===== config.mk =====
export PLATFORM = sky130hd
export DESIGN_NAME = nest_irq_ctrl
export DESIGN_NICKNAME = d
export VERILOG_FILES = /design/src/rtl/nic_pkg.sv /design/src/rtl/nic_cfg_regs.sv /design/src/rtl/nic_arbiter.sv /design/src/rtl/nic_lvl_stack.sv /design/src/rtl/nest_irq_ctrl.sv
export SDC_FILE = /design/constraint.sdc
export NUM_CORES = 1
export LEC_CHECK = 0
export ABC_AREA = 0
export BUFFER_PORTS_ARGS = -buffer_cell sky130_fd_sc_hd__buf_2
export CORE_MARGIN = 2
export CORE_UTILIZATION = 60
export CTS_BUF_LIST = sky130_fd_sc_hd__clkbuf_8
export DETAILED_ROUTE_END_ITERATION = 12
export PLACE_DENSITY = 0.88
export SYNTH_ARGS = -nofsm -noshare
export SYNTH_HDL_FRONTEND = slang
export SYNTH_HIERARCHICAL = 1
export SYNTH_SLANG_ARGS = --single-unit

===== constraint.sdc =====
create_clock -name clk_i -period 56.3 [get_ports clk_i]
set_input_delay 2.815 -clock clk_i [delete_from_list [all_inputs] [get_ports clk_i]]
set_output_delay 2.815 -clock clk_i [all_outputs]
set_load 0.005 [all_outputs]

===== src/rtl/nic_pkg.sv =====
package nic_pkg;
    localparam int unsigned N_EXC    = 4;
    localparam int unsigned N_DBG    = 3;
    localparam int unsigned IDX_DBG0 = 4;
    localparam int unsigned IDX_PER0 = 7;

    localparam logic [2:0] RK_NONE = 3'd0;
    localparam logic [2:0] RK_LP   = 3'd1;
    localparam logic [2:0] RK_L3   = 3'd5;

    localparam logic [1:0] PR_OFF  = 2'd3;

    typedef enum logic [1:0] {
        ST_IDLE = 2'd0,
        ST_PEND = 2'd1,
        ST_HOLD = 2'd2
    } nic_state_e;
endpackage


===== src/rtl/nic_cfg_regs.sv =====
module nic_cfg_regs
    import nic_pkg::*;
#(
    parameter int unsigned N_PER = 8,
    parameter int unsigned AW    = 4,
    parameter int unsigned SW    = 4,
    parameter int unsigned VW    = 16
) (
    input  logic                   clk_i,
    input  logic                   rst_ni,
    input  logic                   we_i,
    input  logic [AW-1:0]          addr_i,
    input  logic [VW-1:0]          wdata_i,
    output logic [N_PER-1:0][1:0]  prio_o,
    output logic [VW-1:0]          base_o,
    output logic                   fast_en_o,
    output logic [SW-1:0]          fast_sel_o,
    output logic [VW-1:0]          fast_vec_o
);
    localparam int unsigned A_BASE = N_PER;
    localparam int unsigned A_FSEL = N_PER + 1;
    localparam int unsigned A_FVEC = N_PER + 2;

    logic [VW-1:0] base_q;
    logic [VW-1:0] fsel_q;
    logic [VW-1:0] fvec_q;
    logic          unused_fsel;

    // one priority code per peripheral
    for (genvar k = 0; k < N_PER; k++) begin : g_prio
        always_ff @(posedge clk_i or negedge rst_ni) begin
            if (!rst_ni) begin
                prio_o[k] <= PR_OFF;
            end else if (we_i && addr_i == AW'(k)) begin
                prio_o[k] <= wdata_i[1:0];
            end
        end
    end

    always_ff @(posedge clk_i or negedge rst_ni) begin
        if (!rst_ni) begin
            base_q <= '0;
            fsel_q <= '0;
            fvec_q <= '0;
        end else if (we_i) begin
            if (addr_i == AW'(A_BASE)) base_q <= wdata_i;
            if (addr_i == AW'(A_FSEL)) fsel_q <= wdata_i;
            if (addr_i == AW'(A_FVEC)) fvec_q <= wdata_i;
        end
    end

    assign base_o      = base_q;
    assign fast_en_o   = fsel_q[VW-1];
    assign fast_sel_o  = fsel_q[SW-1:0];
    assign fast_vec_o  = fvec_q;
    assign unused_fsel = ^fsel_q[VW-2:SW];
endmodule


===== src/rtl/nic_arbiter.sv =====
module nic_arbiter
    import nic_pkg::*;
#(
    parameter int unsigned N_PER = 8,
    parameter int unsigned SW    = 4,
    parameter int unsigned VW    = 16,
    parameter int unsigned VSH   = 1
) (
    input  logic [N_EXC-1:0]       exc_req_i,
    input  logic [N_DBG-1:0]       dbg_req_i,
    input  logic [N_PER-1:0]       per_req_i,
    input  logic                   sw_req_i,
    input  logic [N_PER-1:0][1:0]  prio_i,
    input  logic [2:0]             thr_i,
    input  logic [VW-1:0]          base_i,
    input  logic                   fast_en_i,
    input  logic [SW-1:0]          fast_sel_i,
    input  logic [VW-1:0]          fast_vec_i,
    output logic                   win_v_o,
    output logic [2:0]             win_rank_o,
    output logic [VW-1:0]          win_vec_o,
    output logic                   wake_o
);
    localparam int unsigned NSRC   = N_PER + IDX_PER0 + 1;
    localparam int unsigned IDX_SW = NSRC - 1;

    logic [2:0]    raw [NSRC];
    logic [2:0]    elg [NSRC];
    logic [2:0]    best_r;
    logic [SW-1:0] best_i;
    logic          fast_hit;

    // raw rank of every requesting source
    always_comb begin
        for (int i = 0; i < int'(N_EXC); i++) begin
            raw[i] = exc_req_i[i] ? RK_L3 : RK_NONE;
        end
        for (int i = 0; i < int'(N_DBG); i++) begin
            raw[IDX_DBG0 + i] = dbg_req_i[i] ? RK_L3 : RK_NONE;
        end
        for (int k = 0; k < int'(N_PER); k++) begin
            raw[IDX_PER0 + k] = (per_req_i[k] && prio_i[k] != PR_OFF)
                              ? (3'(prio_i[k]) + 3'd2) : RK_NONE;
        end
        raw[IDX_SW] = sw_req_i ? RK_LP : RK_NONE;
    end

    // threshold filter; exceptions bypass it
    always_comb begin
        for (int i = 0; i < int'(NSRC); i++) begin
            if (i < int'(N_EXC)) begin
                elg[i] = raw[i];
            end else begin
                elg[i] = (raw[i] > thr_i) ? raw[i] : RK_NONE;
            end
        end
    end

    always_comb begin
        wake_o = 1'b0;
        for (int i = 0; i < int'(NSRC); i++) begin
            if (raw[i] != RK_NONE) wake_o = 1'b1;
        end
    end

    // highest rank, lowest index on ties
    always_comb begin
        best_r = RK_NONE;
        best_i = '0;
        for (int i = int'(NSRC) - 1; i >= 0; i--) begin
            if (elg[i] != RK_NONE && elg[i] >= best_r) begin
                best_r = elg[i];
                best_i = SW'(i);
            end
        end
        fast_hit = 1'b0;
        for (int i = 0; i < int'(NSRC); i++) begin
            if (fast_en_i && fast_sel_i == SW'(i) &&
                elg[i] != RK_NONE && elg[i] == best_r) begin
                fast_hit = 1'b1;
            end
        end
    end

    assign win_v_o    = (best_r != RK_NONE);
    assign win_rank_o = best_r;
    assign win_vec_o  = fast_hit ? fast_vec_i
                                 : base_i + (VW'(best_i) << VSH);
endmodule


===== src/rtl/nic_lvl_stack.sv =====
module nic_lvl_stack #(
    parameter int unsigned DEPTH = 4,
    parameter int unsigned W     = 3
) (
    input  logic         clk_i,
    input  logic         rst_ni,
    input  logic         push_i,
    input  logic         pop_i,
    input  logic [W-1:0] din_i,
    output logic [W-1:0] top_o,
    output logic         full_o
);
    localparam int unsigned PW = $clog2(DEPTH + 1);

    logic [PW-1:0] ptr_q;
    logic [W-1:0]  ent_q [DEPTH];
    logic          empty;
    logic          do_push;
    logic          do_pop;

    assign full_o  = (ptr_q == PW'(DEPTH));
    assign empty   = (ptr_q == '0);
    assign do_push = push_i && !full_o;
    assign do_pop  = pop_i && !push_i && !empty;

    always_ff @(posedge clk_i or negedge rst_ni) begin
        if (!rst_ni) begin
            ptr_q <= '0;
        end else if (do_push) begin
            ptr_q <= ptr_q + 1'b1;
        end else if (do_pop) begin
            ptr_q <= ptr_q - 1'b1;
        end
    end

    for (genvar k = 0; k < DEPTH; k++) begin : g_ent
        always_ff @(posedge clk_i or negedge rst_ni) begin
            if (!rst_ni) begin
                ent_q[k] <= '0;
            end else if (do_push && ptr_q == PW'(k)) begin
                ent_q[k] <= din_i;
            end
        end
    end

    always_comb begin
        top_o = '0;
        for (int k = 0; k < int'(DEPTH); k++) begin
            if (ptr_q == PW'(k + 1)) top_o = ent_q[k];
        end
    end
endmodule


===== src/rtl/nest_irq_ctrl.sv =====
module nest_irq_ctrl
    import nic_pkg::*;
#(
    parameter int unsigned N_PER     = 8,
    parameter int unsigned STK_DEPTH = 4,
    parameter int unsigned VW        = 16,
    parameter int unsigned VSH       = 1,
    localparam int unsigned NSRC     = N_PER + IDX_PER0 + 1,
    localparam int unsigned SW       = $clog2(NSRC),
    localparam int unsigned AW       = $clog2(N_PER + 3)
) (
    input  logic               clk_i,
    input  logic               rst_ni,
    input  logic [N_EXC-1:0]   exc_req_i,
    input  logic [N_DBG-1:0]   dbg_req_i,
    input  logic [N_PER-1:0]   per_req_i,
    input  logic               sw_req_i,
    input  logic               cfg_we_i,
    input  logic [AW-1:0]      cfg_addr_i,
    input  logic [VW-1:0]      cfg_wdata_i,
    input  logic [2:0]         core_mask_i,
    input  logic               ack_i,
    input  logic               ret_i,
    output logic               irq_o,
    output logic [VW-1:0]      vec_o,
    output logic [2:0]         lvl_o,
    output logic [2:0]         act_lvl_o,
    output logic               wake_o
);
    logic [N_PER-1:0][1:0] prio;
    logic [VW-1:0]         base;
    logic                  fast_en;
    logic [SW-1:0]         fast_sel;
    logic [VW-1:0]         fast_vec;

    logic [2:0]            thr;
    logic [2:0]            stk_top;
    logic                  stk_full;
    logic                  win_v;
    logic [2:0]            win_rank;
    logic [VW-1:0]         win_vec;
    logic                  wake_c;

    nic_state_e            state_q, state_d;
    logic [2:0]            lvl_q;
    logic [VW-1:0]         vec_q;
    logic                  wake_q;
    logic                  push;

    nic_cfg_regs #(.N_PER(N_PER), .AW(AW), .SW(SW), .VW(VW)) u_cfg (
        .clk_i      (clk_i),
        .rst_ni     (rst_ni),
        .we_i       (cfg_we_i),
        .addr_i     (cfg_addr_i),
        .wdata_i    (cfg_wdata_i),
        .prio_o     (prio),
        .base_o     (base),
        .fast_en_o  (fast_en),
        .fast_sel_o (fast_sel),
        .fast_vec_o (fast_vec)
    );

    assign thr = (core_mask_i > stk_top) ? core_mask_i : stk_top;

    nic_arbiter #(.N_PER(N_PER), .SW(SW), .VW(VW), .VSH(VSH)) u_arb (
        .exc_req_i  (exc_req_i),
        .dbg_req_i  (dbg_req_i),
        .per_req_i  (per_req_i),
        .sw_req_i   (sw_req_i),
        .prio_i     (prio),
        .thr_i      (thr),
        .base_i     (base),
        .fast_en_i  (fast_en),
        .fast_sel_i (fast_sel),
        .fast_vec_i (fast_vec),
        .win_v_o    (win_v),
        .win_rank_o (win_rank),
        .win_vec_o  (win_vec),
        .wake_o     (wake_c)
    );

    assign push = (state_q == ST_PEND) && ack_i;

    nic_lvl_stack #(.DEPTH(STK_DEPTH), .W(3)) u_stk (
        .clk_i  (clk_i),
        .rst_ni (rst_ni),
        .push_i (push),
        .pop_i  (ret_i),
        .din_i  (lvl_q),
        .top_o  (stk_top),
        .full_o (stk_full)
    );

    // next-state logic
    always_comb begin
        state_d = state_q;
        unique case (state_q)
            ST_IDLE: state_d = win_v ? ST_PEND : ST_IDLE;
            ST_PEND: begin
                if (ack_i)      state_d = ST_HOLD;
                else if (win_v) state_d = ST_PEND;
                else            state_d = ST_IDLE;
            end
            ST_HOLD: state_d = ST_IDLE;
            default: state_d = ST_IDLE;
        endcase
    end

    // state register
    always_ff @(posedge clk_i or negedge rst_ni) begin
        if (!rst_ni) state_q <= ST_IDLE;
        else         state_q <= state_d;
    end

    // output registers
    always_ff @(posedge clk_i or negedge rst_ni) begin
        if (!rst_ni) begin
            lvl_q  <= '0;
            vec_q  <= '0;
            wake_q <= 1'b0;
        end else begin
            wake_q <= wake_c;
            if (state_d == ST_PEND) begin
                lvl_q <= win_rank;
                vec_q <= win_vec;
            end else begin
                lvl_q <= '0;
            end
        end
    end

    assign irq_o     = (state_q == ST_PEND);
    assign lvl_o     = lvl_q;
    assign vec_o     = vec_q;
    assign act_lvl_o = stk_top;
    assign wake_o    = wake_q;
endmodule


==> metrics.txt, run 1 <==
vias per cell 6.21; PostCTS Resize Cnt 0; highest routed layer met4; area of the die about 14000 um^2; via count between 6000 and 7000; beginning of the worst register-to-register path u_stk/ptr_q[2]$_DFFE_PN0P_; clk slew on worst S/H paths around 0.09 ns; PortBufs 67; pre-CTS setup slack about 33 ns; worst-skew pair later-pin latency 0.36 ns; Mapped Nets ~940; Final Max Slew Viols 0; Gate Count Post-Synth about 800; commonest non-fill, non-tap cell in the layout ha_1; Root Driver clkbuf_8; FP Rows 41; Fin Hold WS 0.498 ns; CP Data Required Time 56.55 ns; HP Start u_stk/ent_q[6]$_DFFE_PN0P_; Hold Vio Cnt, Final 0; Fill cells 992; # diodes 0; share of cells above drive strength 1 between 20% and 30%; CTS Sinks 90; status completed; DR pass1 iterations 7; Worst Setup End Kind register; Slowest cell on crit path nor3_1; CP peak stage delay 0.56 ns; Final Cycle Share between 40% and 50%; metal2 WL 8.69 mm; kind of critical path primary input to register; Slew headroom 36.9%; most frequent cells in the layout 87 x ha_1, 85 x mux2_2, 74 x dfrtp_1; core area ~13000 um^2; worst endpoint data arrival time 23.66 ns; routed wire length 18.6 mm; area grow syn2layout 8.15%; GP Congestion around 0.96; multi-input logic area about 5200 um^2; CTS tree built; die height 118 um; first-pass GRT wire length roughly 30 mm; Die X between 100 and 150 um; remaining antenna violation count 0; Initial Utilization between 60% and 70%; routed len/inst 17.8 um; largest net degree at the start of global routing 74; crit-path max FO 11; Post-CTS Setup Inserts 0; metal3 WL 1.19 mm; CP dominant cell by count ha_1; TritonCTS buffer count 9; H-Tree Depth 3; Hold Buf Count CTS 0; min-delay worst type register to register; CP Launch Point core_mask_i[1]; initial antenna violation count 0; IO Pins between 60 and 70; crit start category primary input; max_cap viols 0; # setup viols final 0; vias in the first global route between 6000 and 7000; gr usage total about 27%; Iter 0 DRT Violations 741; Setup Skew 0.00983 ns; setup ws final 32.90 ns; Synth Warn # 6; Metal-1 WL 8.29 mm; gr ovfl total 0; FF+latch area ~2300 um^2; number of remaining DRC errors 0; Nets 1004; Max clock buf depth 2; RSZ-0062 raised after global routing no; syn_area_per_cell 9.57 um^2; Tightest Pin Transition approximately 0.95 ns; setup TNS 0 ns; Tmin final ~23 ns; Cell Area, Synth around 8000 um^2; f_max 42.7 MHz; hpwl dp 14.3 mm
## state kept, by name, summed over array words and instances, names as in the netlist
register and cells:
u_cfg/prio_o 16, u_cfg/fsel_q 5, vec_o 16, wake_o 1, state_q 2, u_stk/ptr_q 3
u_cfg/base_o 16, lvl_o 3, u_cfg/fast_vec_o 16, u_stk/ent_q 12
## metal layers
metal,vias to the layer above,GRT usage (%)
met3,53,4.84
met1,3092,36.4
met2,284,45.1
met4,0,7.45
met5,-,0
li1,3083,-
## cell type report
type / instances / area share [%]
tap: 172 / 2.56
clock inverter: 7 / 1.01
multi-input combinational: 653 / 61.5
sequential: 90 / 27.0
timing repair buffer: 69 / 4.20
inverter: 49 / 2.22
clock buffer: 9 / 1.47
## critical path, delay by kind of cell
| kind | cells | cell delay [ns] |
|---|---|---|
| compound gates | 34 | 6.25 |
| simple gates | 38 | 6.79 |
| xor+xnor | 1 | 0.07 |
| mux | 5 | 1.79 |
| fa+ha+maj | 17 | 4.93 |
| buf+inv | 9 | 0.96 |
## worst paths after layout
path,end,slack [ns],cells past startpoint
worst max-delay path,vec_o[12]$_DFFE_PN0N_,32.90,104
worst min-delay path,u_stk/ent_q[6]$_DFFE_PN0P_,0.50,1
worst max register to register,vec_o[12]$_DFFE_PN0N_,33.53,109
worst min register to register,u_stk/ent_q[6]$_DFFE_PN0P_,0.50,1
max in group asynchronous,u_cfg/base_o[2]$_DFFE_PN0P_,52.86,2
min in group asynchronous,wake_o$_DFF_PN0_,2.31,1
## metrics by stage
stage / utilization, % / std cells / area (um^2)
2_1_floorplan: - / 812 / 7770
3_3_place_gp: 65.0 / 1033 / 8200
3_5_place_dp: 65.0 / 1033 / 8200
4_1_cts: 66.6 / 1049 / 8410
5_1_grt: 66.6 / 1049 / 8410
6_report: 66.6 / 1049 / 8410
Power of run 1 is left out: the tool's default activity adds up to more than one toggle a clock period on the data nets, which glitch-free logic cannot reach.
==> run 2: changes to the inputs <==
CORE_UTILIZATION = 57   (was 60)
clock period = 21 ns   (was 56.3 ns; I/O delays follow)
==> metrics.txt, run 2 (same netlist as run 1, synthesis figures left out) <==
CTS tree built; pre-CTS setup slack 0.0492 ns; vias per cell 6.17; area of the die approximately 15000 um^2; PortBufs 67; Worst Setup End Kind register; CP peak stage delay 0.68 ns; GP Congestion 0.974; Setup Skew 0.0292 ns; Die X about 120 um; # diodes 0; Initial Utilization 58.5%; core area 13300 um^2; Root Driver clkbuf_8; max_cap viols 0; crit-path max FO 13; family with the most delay on the worst path simple AND/OR/NAND/NOR gates; Slew headroom 37.0%; Iter 0 DRT Violations 645; Fin Hold WS 0.482 ns; setup ws final 0.901 ns; Hold Buf Count CTS 0; largest net degree at the start of global routing 79; routed len/inst ~18 um; most frequent cells in the layout 85 x mux2_2, 85 x ha_1, 71 x dfrtp_1; worst endpoint data arrival time 20.37 ns; f_max about 50 MHz; Tmin final 20.10 ns; Final Cycle Share 95.7%; hpwl dp between 10 and 15 mm; worst path bufs/invs 10; via count 6677; vias in the first global route 6399; status completed; DR pass1 iterations 6; area grow syn2layout 13.2%; Nets 1034; IO Pins between 60 and 70; die height 121 um; Fill cells 1000; gr ovfl total 0; Final Max Slew Viols 0; crit start category register; TritonCTS buffer count 9; flop2flop setup slack approximately 0.9 ns; first-pass GRT wire length 30.9 mm; min-delay worst type primary input to asynchronous set/reset pin; CP dominant cell by count ha_1; H-Tree Depth 3; clk slew on worst S/H paths 0.12 ns; Hold Vio Cnt, Final 0; worst-skew pair later-pin latency approximately 0.39 ns; Tightest Pin Transition 0.945 ns; kind of critical path register to register; Slowest cell on crit path or4_1; CP Data Required Time 21.27 ns; number of remaining DRC errors 0; FF+latch area 2280 um^2; CTS Sinks 90; multi-input logic area about 5300 um^2; routed wire length 19.3 mm; share of cells above drive strength 1 between 30% and 40%; gr usage total a little over a quarter; FP Rows 42; # setup viols final 0; remaining antenna violation count 0; initial antenna violation count 0; Max clock buf depth 2
[run 2: final cells by class]
type                            count  area share [%]
Multi-Input combinational cell    653            60.7
Clock inverter                      7           0.825
Timing Repair Buffer               99            6.57
Tap cell                          176            2.50
Sequential cell                    90            25.9
Clock buffer                        9            1.41
Inverter                           49            2.12
[run 2: metal layers]
metal,routed length (um),part of all wire (%),GRT usage (%)
met1,8200,42,36.0
met2,9100,47,42.9
met3,1500,7.7,4.10
met4,520,2.7,9.67
met5,0,0,0
[run 2: worst paths after layout]
path / endpoint / depth (start not counted) / start
worst max-delay path: vec_o[10]$_DFFE_PN0N_ / 109 / u_stk/ptr_q[2]$_DFFE_PN0P_
worst min-delay path: wake_o$_DFF_PN0_ / 1 / rst_ni
worst max register to register: vec_o[10]$_DFFE_PN0N_ / 109 / u_stk/ptr_q[2]$_DFFE_PN0P_
worst min register to register: vec_o[9]$_DFFE_PN0N_ / 1 / vec_o[9]$_DFFE_PN0N_
max in group asynchronous: u_stk/ptr_q[0]$_DFFE_PN0P_ / 2 / rst_ni
min in group clk_i: vec_o[9]$_DFFE_PN0N_ / 1 / vec_o[9]$_DFFE_PN0N_
[run 2: per-stage QoR]
step | utilization (%) | instances | instance area, um^2 | setup TNS [ns]
6_report | 66.2 | 1083 | 8800 | 0
5_1_grt | 66.2 | 1083 | 8800 | -1.81
4_1_cts | 64.5 | 1077 | 8580 | 0
3_5_place_dp | 63.0 | 1061 | 8380 | 0
3_3_place_gp | 63.0 | 1061 | 8380 | 0
2_1_floorplan | - | 812 | 7770 | 0
[run 2: timing repair]
action | 4_1_cts | 5_1_grt
resized for setup | 2 | 49
setup buffers | 0 | 6
pin swaps | 0 | 13
endpoints found under the hold margin | 0 | 0
setup endpoints to repair | 5 | 20
Power of run 2 is left out for the same reason.
==> run 3: changes to the inputs <==
PLACE_DENSITY = 0.82   (was 0.88)
==> metrics.txt, run 3 (same netlist as run 1, synthesis figures left out) <==
Worst Setup End Kind register; Final Cycle Share approximately 94%; Nets roughly 1000; CP dominant cell by count ha_1; Slowest cell on crit path or3_4; Root Driver clkbuf_8; worst endpoint data arrival time 20.00 ns; f_max ~51 MHz; min-delay worst type register to register; # setup viols final 0; area of the die 14600 um^2; Hold Vio Cnt, Final 0; Tmin final 19.74 ns; vias in the first global route 6301; Iter 0 DRT Violations 530; family with the most delay on the worst path simple AND/OR/NAND/NOR gates; area grow syn2layout 12.8%; Initial Utilization 58.5%; CTS Sinks 90; initial antenna violation count 0; TritonCTS buffer count 9; routed wire length 18.9 mm; FF+latch area about 2300 um^2; GRT met2 Usage 42.3%; IO Pins 68; Fill cells roughly 1100; Slew headroom 37.9%; remaining antenna violation count 0; FP Rows 42; core area 13300 um^2; first-pass GRT wire length between 30 and 40 mm; worst path bufs/invs 11; share of cells above drive strength 1 31.3%; CTS tree built; CP peak stage delay ~0.47 ns; CP Data Required Time 21.26 ns; Post-Place Cells between 1000 and 1500; # diodes 0; GP Congestion between 0.9 and 1; non-filler cells in the finished layout 1081; Final Max Slew Viols 0; Die X 121 um; status completed; Max clock buf depth 2; H-Tree Depth 3; vias per cell 6.00; met1 Use GR 35.5%; largest net degree at the start of global routing 71; most frequent cells in the layout 86 x mux2_2, 86 x ha_1, 72 x dfrtp_1; Hold Buf Count CTS 0; crit start category register; worst-skew pair later-pin latency 0.38 ns; via count 6481; Tightest Pin Transition 0.931 ns; hpwl dp 14.3 mm; kind of critical path register to register; max_cap viols 0; number of remaining DRC errors 0; gr ovfl total 0; crit-path max FO 11; DR pass1 iterations 6; clk slew on worst S/H paths 0.09 ns; routed len/inst 17.5 um; gr busiest metal met2; PortBufs between 60 and 70; multi-input logic area 5290 um^2; grt met3 use 5.33%; Setup Skew 0.0124 ns; gr usage total a little over a quarter; die height 121 um
==> run 3: cell count changes in the layout (fill, tap and decap cells not counted), sizes merged <==
cell      before  now
bufinv         0    2
buf           99   97
clkinv         3    1
clkinvlp       1    0
clkbuf         9   10
==> run 3: area by class of cell <==
type,count,area share (%)
tap,176,2.51
multi-input combinational,653,60.3
clock inverter,6,1.08
clock buffer,10,1.57
timing repair buffer,97,6.42
sequential,90,26.0
inverter,49,2.16
==> run 3: path summary, 6_finish.rpt <==
| path | from | endpoint | slack (ns) | cells past startpoint |
|---|---|---|---|---|
| worst max-delay path | u_stk/ptr_q[0]$_DFFE_PN0P_ | vec_o[13]$_DFFE_PN0N_ | 1.26 | 113 |
| worst min-delay path | u_stk/ent_q[6]$_DFFE_PN0P_ | u_stk/ent_q[6]$_DFFE_PN0P_ | 0.50 | 1 |
| worst max register to register | u_stk/ptr_q[0]$_DFFE_PN0P_ | vec_o[13]$_DFFE_PN0N_ | 1.26 | 113 |
| worst min register to register | u_stk/ent_q[6]$_DFFE_PN0P_ | u_stk/ent_q[6]$_DFFE_PN0P_ | 0.50 | 1 |
| max in group asynchronous | rst_ni | u_cfg/base_o[0]$_DFFE_PN0P_ | 19.32 | 2 |
| min in group asynchronous | rst_ni | u_stk/ent_q[1]$_DFFE_PN0P_ | 0.54 | 1 |
==> run 3: metal layers <==
layer  vias up  wire length (um)
li1       3146                 -
met1      3097              8690
met2       199              8790
met3        39               987
met4         0               396
met5         -                 0
==> run 3: stage by stage <==
stage / TNS [ns] / setup slack [ns] / hold slack, ns / instance area (um^2) / util (%)
final: 0 / 1.26 / 0.495 / 8760 / 65.9
after global routing: -0.161 / -0.0520 / 0.519 / 8760 / 65.9
after CTS: 0 / 0.168 / 0.503 / 8620 / 64.9
after detailed placement: 0 / 0.362 / 0.481 / 8390 / 63.1
after global placement: 0 / 0.861 / 0.475 / 8390 / 63.1
after floorplan: 0 / 1.51 / 0.464 / 7770 / -
==> run 3: timing repair <==
action	4_1_cts	5_1_grt
resized for setup	0	38
buffers inserted	0	3
setup endpoints to repair	0	20
Power of run 3 is left out for the same reason.
